File: src/rtl/csr_index_pkg.sv
package csr_index_pkg;

  localparam int NUM_CSR = 4;
  localparam int IDX_W   = $clog2(NUM_CSR);

  // register 0 bit positions (software and engines depend on them)
  localparam int BIT_ERR  = 15;
  localparam int BIT_BABL = 14;
  localparam int BIT_CERR = 13;
  localparam int BIT_MISS = 12;
  localparam int BIT_MERR = 11;
  localparam int BIT_RINT = 10;
  localparam int BIT_TINT = 9;
  localparam int BIT_IDON = 8;
  localparam int BIT_INTR = 7;
  localparam int BIT_INEA = 6;
  localparam int BIT_RXON = 5;
  localparam int BIT_TXON = 4;
  localparam int BIT_TDMD = 3;
  localparam int BIT_STOP = 2;
  localparam int BIT_STRT = 1;
  localparam int BIT_INIT = 0;

  localparam int FLAG_LO = BIT_IDON;
  localparam int FLAG_HI = BIT_BABL;

  // strobes from control to datapath
  typedef struct packed {
    logic               idxLoad;
    logic [IDX_W-1:0]   idxNext;
    logic [NUM_CSR-1:0] regLoad;
  } csrStrobes_t;

endpackage

File: src/rtl/csr_index_ctrl.sv
module csr_index_ctrl
  import csr_index_pkg::*;
#(
  parameter int DATA_W = 16
) (
  input  logic              busWr,
  input  logic              busSel,
  input  logic [DATA_W-1:0] busWData,
  input  logic [IDX_W-1:0]  curIdx,
  output csrStrobes_t       strb
);

  localparam logic [DATA_W-1:0] IDX_LIMIT = DATA_W'(NUM_CSR);

  logic idxInRange;
  assign idxInRange = (busWData < IDX_LIMIT);

  always_comb begin
    strb = '0;
    if (busWr && busSel && idxInRange) begin
      strb.idxLoad = 1'b1;
      strb.idxNext = busWData[IDX_W-1:0];
    end
    if (busWr && !busSel) begin
      strb.regLoad[curIdx] = 1'b1;
    end
  end

endmodule

File: src/rtl/csr_index_dp.sv
module csr_index_dp
  import csr_index_pkg::*;
#(
  parameter int DATA_W = 16
) (
  input  logic                clk,
  input  logic                rstN,
  input  csrStrobes_t         strb,
  input  logic [DATA_W-1:0]   wData,
  input  logic                busSel,
  input  logic                rintSet,
  input  logic                tintSet,
  output logic [IDX_W-1:0]    curIdx,
  output logic [DATA_W-1:0]   rData,
  output logic [2*DATA_W-1:0] initPtr,
  output logic                irq
);

  localparam logic [DATA_W-1:0] STOP_ONLY    = DATA_W'(1) << BIT_STOP;
  localparam logic [DATA_W-1:0] FLAG_MASK    = DATA_W'(16'h7F00);
  localparam logic [DATA_W-1:0] ERR_SRC_MASK = (DATA_W'(1) << BIT_BABL) | (DATA_W'(1) << BIT_CERR)
                                             | (DATA_W'(1) << BIT_MISS) | (DATA_W'(1) << BIT_IDON);

  logic [IDX_W-1:0]  idxQ;
  logic [DATA_W-1:0] csr0Q;
  logic [DATA_W-1:0] csr0Next;
  logic [DATA_W-1:0] withPulse;
  logic [DATA_W-1:0] afterClr;
  logic [DATA_W-1:0] plainQ [1:NUM_CSR-1];

  // index register
  always_ff @(posedge clk) begin
    if (!rstN)             idxQ <= '0;
    else if (strb.idxLoad) idxQ <= strb.idxNext;
  end
  assign curIdx = idxQ;

  // register 0 next-state: pulses first, then the software write
  always_comb begin
    withPulse = csr0Q;
    if (rintSet) begin
      withPulse[BIT_RINT] = 1'b1;
      withPulse[BIT_INTR] = 1'b1;
    end
    if (tintSet) begin
      withPulse[BIT_TINT] = 1'b1;
      withPulse[BIT_INTR] = 1'b1;
    end
    afterClr = withPulse & ~(wData & FLAG_MASK);
    csr0Next = withPulse;
    if (strb.regLoad[0]) begin
      if (wData[BIT_STOP]) begin
        csr0Next = STOP_ONLY;
      end else begin
        csr0Next           = afterClr;
        csr0Next[BIT_ERR]  = |(afterClr & ERR_SRC_MASK);
        csr0Next[BIT_INTR] = |(afterClr & FLAG_MASK);
        csr0Next[BIT_INEA] = wData[BIT_INEA];
        if (wData[BIT_INIT]) begin
          csr0Next[BIT_INIT] = 1'b1;
          csr0Next[BIT_IDON] = 1'b1;
          csr0Next[BIT_STOP] = 1'b0;
        end else if (wData[BIT_STRT]) begin
          csr0Next[BIT_STRT] = 1'b1;
          csr0Next[BIT_RXON] = 1'b1;
          csr0Next[BIT_TXON] = 1'b1;
          csr0Next[BIT_STOP] = 1'b0;
        end
      end
    end
  end

  always_ff @(posedge clk) begin
    if (!rstN) csr0Q <= STOP_ONLY;
    else       csr0Q <= csr0Next;
  end

  // plain storage registers
  for (genvar g = 1; g < NUM_CSR; g++) begin : gPlain
    always_ff @(posedge clk) begin
      if (!rstN)                plainQ[g] <= '0;
      else if (strb.regLoad[g]) plainQ[g] <= wData;
    end
  end

  // read mux
  always_comb begin
    if (busSel) begin
      rData = DATA_W'(idxQ);
    end else begin
      rData = csr0Q;
      for (int k = 1; k < NUM_CSR; k++) begin
        if (idxQ == IDX_W'(k)) rData = plainQ[k];
      end
    end
  end

  assign initPtr = {plainQ[2], plainQ[1]};
  assign irq     = csr0Q[BIT_INTR] & csr0Q[BIT_INEA];


  stop_force_chk: assert property (@(posedge clk) disable iff (!rstN)
    (strb.regLoad[0] && wData[BIT_STOP]) |=> (csr0Q == STOP_ONLY));


  err_cause_chk: assert property (@(posedge clk) disable iff (!rstN)
    csr0Q[BIT_ERR] |-> (|(csr0Q & ERR_SRC_MASK)));


  intr_cause_chk: assert property (@(posedge clk) disable iff (!rstN)
    csr0Q[BIT_INTR] |-> (|(csr0Q & FLAG_MASK)));


  rint_sets_chk: assert property (@(posedge clk) disable iff (!rstN)
    (rintSet && !strb.regLoad[0]) |=> (csr0Q[BIT_RINT] && csr0Q[BIT_INTR]));


  init_cmd_chk: assert property (@(posedge clk) disable iff (!rstN)
    (strb.regLoad[0] && !wData[BIT_STOP] && wData[BIT_INIT])
      |=> (csr0Q[BIT_INIT] && csr0Q[BIT_IDON] && !csr0Q[BIT_STOP]));

endmodule

File: src/rtl/csr_index_bank.sv
module csr_index_bank
  import csr_index_pkg::*;
#(
  parameter int DATA_W = 16
) (
  input  logic                clk,
  input  logic                rstN,
  input  logic                busWr,
  input  logic                busSel,
  input  logic [DATA_W-1:0]   busWData,
  output logic [DATA_W-1:0]   busRData,
  input  logic                rintSet,
  input  logic                tintSet,
  output logic [2*DATA_W-1:0] initPtr,
  output logic                irq
);

  localparam logic [DATA_W-1:0] IDX_LIMIT = DATA_W'(NUM_CSR);

  csrStrobes_t      strb;
  logic [IDX_W-1:0] curIdx;

  csr_index_ctrl #(.DATA_W(DATA_W)) i_ctrl (
    .busWr    (busWr),
    .busSel   (busSel),
    .busWData (busWData),
    .curIdx   (curIdx),
    .strb     (strb)
  );

  csr_index_dp #(.DATA_W(DATA_W)) i_dp (
    .clk      (clk),
    .rstN     (rstN),
    .strb     (strb),
    .wData    (busWData),
    .busSel   (busSel),
    .rintSet  (rintSet),
    .tintSet  (tintSet),
    .curIdx   (curIdx),
    .rData    (busRData),
    .initPtr  (initPtr),
    .irq      (irq)
  );


  idx_ignore_chk: assert property (@(posedge clk) disable iff (!rstN)
    (busWr && busSel && (busWData >= IDX_LIMIT)) |=> $stable(curIdx));


  idx_load_chk: assert property (@(posedge clk) disable iff (!rstN)
    (busWr && busSel && (busWData < IDX_LIMIT)) |=> (DATA_W'(curIdx) == $past(busWData)));

endmodule

File: config.mk
export PLATFORM = sky130hd
export DESIGN_NAME = csr_index_bank
export DESIGN_NICKNAME = d
export VERILOG_FILES = /design/src/rtl/csr_index_pkg.sv /design/src/rtl/csr_index_ctrl.sv /design/src/rtl/csr_index_dp.sv /design/src/rtl/csr_index_bank.sv
export SDC_FILE = /design/constraint.sdc
export NUM_CORES = 1
export LEC_CHECK = 0
export ABC_AREA = 1
export BUFFER_PORTS_ARGS = -buffer_cell sky130_fd_sc_hd__buf_2
export CORE_MARGIN = 10
export CORE_UTILIZATION = 55
export CTS_CLUSTER_SIZE = 24
export DETAILED_ROUTE_END_ITERATION = 6
export GPL_ROUTABILITY_DRIVEN = 0
export PLACE_DENSITY = 0.8
export RECOVER_POWER = 100
export SLEW_MARGIN = 20
export SYNTH_ARGS = -nofsm -noshare
export SYNTH_HDL_FRONTEND = slang
export SYNTH_SLANG_ARGS = --single-unit
File: constraint.sdc
create_clock -name clk -period 3.4 [get_ports clk]
set_input_delay 0.34 -clock clk [delete_from_list [all_inputs] [get_ports clk]]
set_output_delay 0.34 -clock clk [all_outputs]
set_load 0.02 [all_outputs]
==> results.ini, run 1 <==
[power_and_ir_drop]
irDropWorstVdd_v = 0.000196
seq_power_share = 0.545
p_clk_frac = 0.378
share_comb_of_total_power = 0.077
leakagePower_nw = 1.44
power.internal_mw = 1.25
powerDensity_nw_per_um2 = 467
netSwitchingPower_uw = 404
switching_share = 0.245

[layout]
drive_above_1_share = 0.110
layout_commonest_cell = nor2_1
fillers = 525
num_antenna_cells = 0
final-seq-area_um2 = 1800
syn2layout_area_growth_pct = 5.17
instances_no_fill = 484
multi_input_area_um2 = 1020
final_cell_area_um2 = 3540
final_util = 0.598
fin_nets = 426
final_cell_mix = nor2_1, clkbuf_1, edfxtp_1, o21ai_0, nand2_1

[clock_tree]
postCtsResizedCells = 0
numClockSinks = 66
root_buffer = clkbuf_8
cts_tree = yes
clock_latency_ns = 0.34
hold_buffers = 0
cts_post_setup_buffers_inserted = 0
htreeDepth = 3
cts_buffer_depth = 2
cts-buffers-inserted = 9
path_clk_slew_ns = 0.06

[worst_setup_path]
cpMostUsedCell = nand2_1
crit_path_top_delay_cell = clkbuf_1
cp.arrival_ns = 2.62
critical-path-top-delay-family = buffers and inverters
startpoint = i_dp.curIdx[0]
worstSetupStartpointType = flip-flop
crit_type = reg -> out
r2r-start = i_dp.curIdx[0]
worst_path_largest_cell_delay_ns = 0.59
path_cells = clkbuf_1 > inv_1 > nand2_1 > inv_1 > o21ai_0 > nand2_1 > nand2_1 > clkbuf_1
critPathBufInv = 4
crit_required_ns = 3.06
cp_max_fo = 21
cp-end-kind = output pin
rrSetupSlack_ns = 0.53

[synthesis]
seq_area_frac_synth = 0.535
yosysTopAreaCell = edfxtp_1
synthTopCellsByArea = edfxtp_1, dfxtp_1, nor2_1
ys_types = 28
synth-seq-cells = 66
synth.top_cell.area_share = 0.428
syn-num-nets = 388
syn-cell-area_um2 = 3370
syn_avg_cell_area_um2 = 9.20
synthCells = 366
ys_warn_count = 0

[timing]
hold_viol_final = 0
relSlewSlack = 0.172
holdWs_ns = 0.291
min_period_over_period = 0.872
period_minus_slack_ns = 2.96
setup_violations = 0
setup-tns-final_ns = 0
report.final.slew_viol_count = 0
fmax_ghz = 0.337
worstMarginPinSlew_ns = 1.23
grt_setup_unrepaired = no
clock_skew_ns = 0.00852

[hold_path]
holdCritStartpoint = busWData[0]
min_path_type = in -> reg

[die]
io_pins = 71
fp.dieArea_um2 = 9650
initial_core_util = 0.568
die_y_um = 98.2
coreArea_um2 = 5920
die_x_um = 98.2
rows = 28

[placement]
io_buffers = 70
dpl.cell_count = 468
hpwlAfterDp_um = 6270
dpl_cell_area_um2 = 3500

[global_routing]
antenna_found_initial = 0
grt_overflow_total = 0
grt_pass1_wl_um = 13200
grt_pass1_vias = 2611
grt_util_all_layers = 0.172
grt_max_degree = 25

[detailed_routing]
vias = 2619
drt_iter0_drc = 280
ant_nets = 0
wl_per_cell_um = 17.7
viasPerCell = 5.41
dr.pass1.iters = 6
drc = 0
drt_wl_total_um = 8580

[job]
drv_cap = 0

[run_status]
outcome = finished, final reports clean

[worst min-delay path, cell delays in order]
cell,delay (ns)
buf_2,0.12
nor2_1,0.05
nor2_1,0.08
[cell usage after synthesis]
library cell / n
nor2_1: 70
edfxtp_1: 48
o21ai_0: 41
nand2_1: 39
inv_1: 35
buf_4: 34
a21oi_1: 22
dfxtp_1: 18
o211ai_1: 14
buf_2: 7
or2_1: 6
nand3_1: 5
or2_2: 4
buf_6: 3
clkbuf_1: 3
nand2_4: 2
nand3_4: 2
nor2_4: 2
o21ai_1: 2
clkbuf_8: 1
nand2_2: 1
nand3_2: 1
nand4_4: 1
o21ai_2: 1
o21bai_1: 1
o221ai_1: 1
o22ai_1: 1
o31ai_1: 1
[per-layer routing]
metal	GRT usage	vias to the layer above	wire (um)
li1	-	1268	-
met1	0.208	1198	3560
met3	0.0430	25	794
met2	0.263	128	3940
met4	0.117	0	291
met5	0	-	0
[power by group through the flow]
stage	Sequential (mW)	Combinational, mW	Clock, mW
after floorplan	0.912	0.101	0
after global placement	0.916	0.133	0
after detailed placement	0.917	0.138	0
after CTS	0.899	0.139	0.627
after global routing	0.903	0.140	0.652
final	0.901	0.128	0.625
[registers in the layout, summed over array words and instances, names as in the netlist]
register and count:
i_dp.csr0Q 16, i_dp.curIdx 2, i_dp.plainQ 48
[path summary, 6_finish.rpt]
kind	to	depth (start not counted)
worst max-delay path	busRData[0]	8
worst min-delay path	i_dp.curIdx[0]	3
worst max register to register	i_dp.plainQ[0][56]	4
worst min register to register	i_dp.csr0Q[3]	2
[logic make-up (layout without fill, tap and decap cells)]
kind of cell	count (synthesis)	count (layout)	share of synthesized area
simple gates	133	133	0.183
flops	66	66	0.535
compound gates	84	84	0.139
buf+inv	83	126	0.143
[per-stage QoR]
stage | total power [mW] | worst slack, ns
floorplan | 1.01 | 1.03
global placement | 1.05 | 1.17
finish | 1.65 | 0.437
detailed placement | 1.05 | 1.06
CTS | 1.66 | 0.653
global route | 1.69 | 0.252
[layout make-up]
cell class | count | share of cell area
clock buffers | 9 | 0.0350
clock inverters | 7 | 0.0170
inverters | 35 | 0.0371
multi-input cells | 217 | 0.287
flip-flops and latches | 66 | 0.509
well taps | 75 | 0.0265
repair buffers | 75 | 0.0880
Note: power is estimated with default switching activity, not from simulation.
==> run 2, diff against run 1 <==
- CORE_MARGIN: 10 -> 2
==> run 2 against run 1 <==
Net effect:
- wire length fell by 8.6%
- clock skew fell by 0.0026 ns
- critical path type unchanged
- critical path depth fell by 1
- largest power group unchanged
- sequential share of layout area barely moved
- hold slack got worse by 0.020 ns
- global-route usage rose by 6.6 points
- clock power fell by 1%
- utilization barely moved
==> results.ini, run 2 (synthesized netlist as in run 1, its figures left out) <==
[run_status]
outcome = finished, final reports clean  ; unchanged

[layout]
syn2layout_area_growth_pct = 5.09  ; was 5.17%
top_register = i_dp.plainQ  ; unchanged
num_antenna_cells = 0  ; unchanged
fillers = 518  ; was 525
instances_no_fill = 484  ; unchanged
fin_nets = 426  ; unchanged
multi_input_area_um2 = 1020  ; unchanged
drive_above_1_share = 0.100  ; was 0.110
layout_commonest_cell = nor2_1  ; unchanged
final_util = 0.597  ; was 0.598
largest_reg_flops = 48  ; unchanged
final-seq-area_um2 = 1800  ; unchanged
final_cell_mix = nor2_1, clkbuf_1, edfxtp_1, o21ai_0, nand2_1  ; unchanged

[detailed_routing]
drc = 0  ; unchanged
drt_wl_total_um = 7840  ; was 8580 um
dr.pass1.iters = 5  ; was 6
viasPerCell = 5.45  ; was 5.41
drt_iter0_drc = 260  ; was 280
wl_per_cell_um = 16.2  ; was 17.7 um
ant_nets = 0  ; unchanged
vias = 2637  ; was 2619

[timing]
grt_setup_unrepaired = no  ; unchanged
period_minus_slack_ns = 2.69  ; was 2.96 ns
relSlewSlack = 0.165  ; was 0.172
hold_viol_final = 0  ; unchanged
worstMarginPinSlew_ns = 1.24  ; was 1.23 ns
clock_skew_ns = 0.00588  ; was 0.00852 ns
report.final.slew_viol_count = 0  ; unchanged
fmax_ghz = 0.371  ; was 0.337 GHz
setup_violations = 0  ; unchanged
holdWs_ns = 0.271  ; was 0.291 ns
setup-tns-final_ns = 0  ; unchanged
min_period_over_period = 0.793  ; was 0.872

[power_and_ir_drop]
leakagePower_nw = 1.44  ; about the same
irDropWorstVdd_v = 0.000264  ; was 0.000196 V
powerDensity_nw_per_um2 = 464  ; was 467 nW/um^2

[global_routing]
grt_pass1_wl_um = 11400  ; was 13200 um
grt_max_degree = 25  ; unchanged
grt_util_all_layers = 0.238  ; was 0.172
grt_pass1_vias = 2254  ; was 2611
grt_overflow_total = 0  ; unchanged
antenna_found_initial = 0  ; unchanged

[die]
rows = 28  ; unchanged
fp.dieArea_um2 = 6760  ; was 9650 um^2
coreArea_um2 = 5920  ; unchanged
die_x_um = 82.2  ; was 98.2 um
initial_core_util = 0.568  ; unchanged
io_pins = 71  ; unchanged
die_y_um = 82.2  ; was 98.2 um

[worst_setup_path]
crit_required_ns = 3.06  ; about the same
cp.arrival_ns = 2.35  ; was 2.62 ns
rr_worst_depth = 5  ; was 4
rrSetupSlack_ns = 0.85  ; was 0.53 ns
cp-end-kind = output pin  ; unchanged
cp_max_fo = 24  ; was 21
reg2reg_to = i_dp.plainQ[0][47]  ; was i_dp.plainQ[0][56]
crit_type = reg -> out  ; unchanged
r2r-start = i_dp.curIdx[0]  ; unchanged
startpoint = i_dp.curIdx[1]  ; was i_dp.curIdx[0]
worstSetupStartpointType = flip-flop  ; unchanged
cp-endpoint = busRData[13]  ; was busRData[0]

[clock_tree]
path_clk_slew_ns = 0.07  ; was 0.06 ns
htreeDepth = 3  ; unchanged
clock_latency_ns = 0.34  ; about the same
cts_buffer_depth = 2  ; unchanged
hold_buffers = 0  ; unchanged
cts-buffers-inserted = 9  ; unchanged
root_buffer = clkbuf_8  ; unchanged
numClockSinks = 66  ; unchanged
cts_post_setup_buffers_inserted = 0  ; unchanged
cts_tree = yes  ; unchanged
postCtsResizedCells = 0  ; unchanged

[placement]
hpwlAfterDp_um = 5570  ; was 6270 um
dpl.cell_count = 468  ; unchanged
io_buffers = 70  ; unchanged

[hold_path]
min_path_type = in -> reg  ; unchanged

[job]
drv_cap = 0  ; unchanged

==> run 2: cell types whose count changed in the layout (fill, tap and decap cells not counted) <==
cell	previous run	this run
clkinv_2	6	1
clkinv_1	0	2
buf_4	1	2
clkbuf_1	53	55
==> run 2: worst min-delay path by stage <==
| stage | end | startpoint | slack, ns | cells after the start |
|---|---|---|---|---|
| after global placement | i_dp.csr0Q[3] | i_dp.csr0Q[3] | 0.43 | 2 |
| after floorplan | i_dp.csr0Q[3] | i_dp.csr0Q[3] | 0.42 | 2 |
| after detailed placement | i_dp.csr0Q[3] | i_dp.csr0Q[3] | 0.44 | 2 |
| final | i_dp.curIdx[0] | busWData[0] | 0.27 | 3 |
| after CTS | i_dp.curIdx[0] | busWData[0] | 0.27 | 3 |
| after global routing | i_dp.curIdx[0] | busWData[0] | 0.29 | 3 |
==> run 2: cell type report <==
cell class / count / share of cell area
Sequential cell: 66 / 0.509
Multi-Input combinational cell: 217 / 0.288
Timing Repair Buffer: 75 / 0.0891
Clock buffer: 12 / 0.0382
Inverter: 35 / 0.0371
Tap cell: 75 / 0.0265
Clock inverter: 4 / 0.0120
==> run 2: metrics by stage <==
step	worst slack (ns)	total power [mW]	cell area [um^2]
after floorplan	1.03	1.01	3370
final	0.705	1.64	3540
after detailed placement	1.03	1.05	3500
after global routing	0.524	1.68	3540
after global placement	1.19	1.05	3500
after CTS	0.669	1.65	3680
==> run 2: worst max-delay path, cell delays in order, from the launching register on <==
cell      delay [ns]
dfxtp_1         0.30
buf_4           0.19
inv_1           0.08
nand2_1         0.35
inv_1           0.46
o211ai_1        0.13
a21oi_1         0.22
clkbuf_1        0.26
==> run 2: layer usage <==
metal	track usage	wire length, um	share of wire	vias to the layer above
met4	0.103	153	0.020	0
met1	0.333	3510	0.45	1210
met3	0.0663	750	0.096	15
li1	-	-	-	1264
met5	0	0	0	-
met2	0.345	3420	0.44	148
==> run 2: power by group <==
group / total (mW) / internal (mW) / switching, mW
Combinational: 0.126 / 0.0325 / 0.0937
Clock: 0.616 / 0.334 / 0.283
Sequential: 0.900 / 0.886 / 0.0138
Total: 1.64 / 1.25 / 0.390
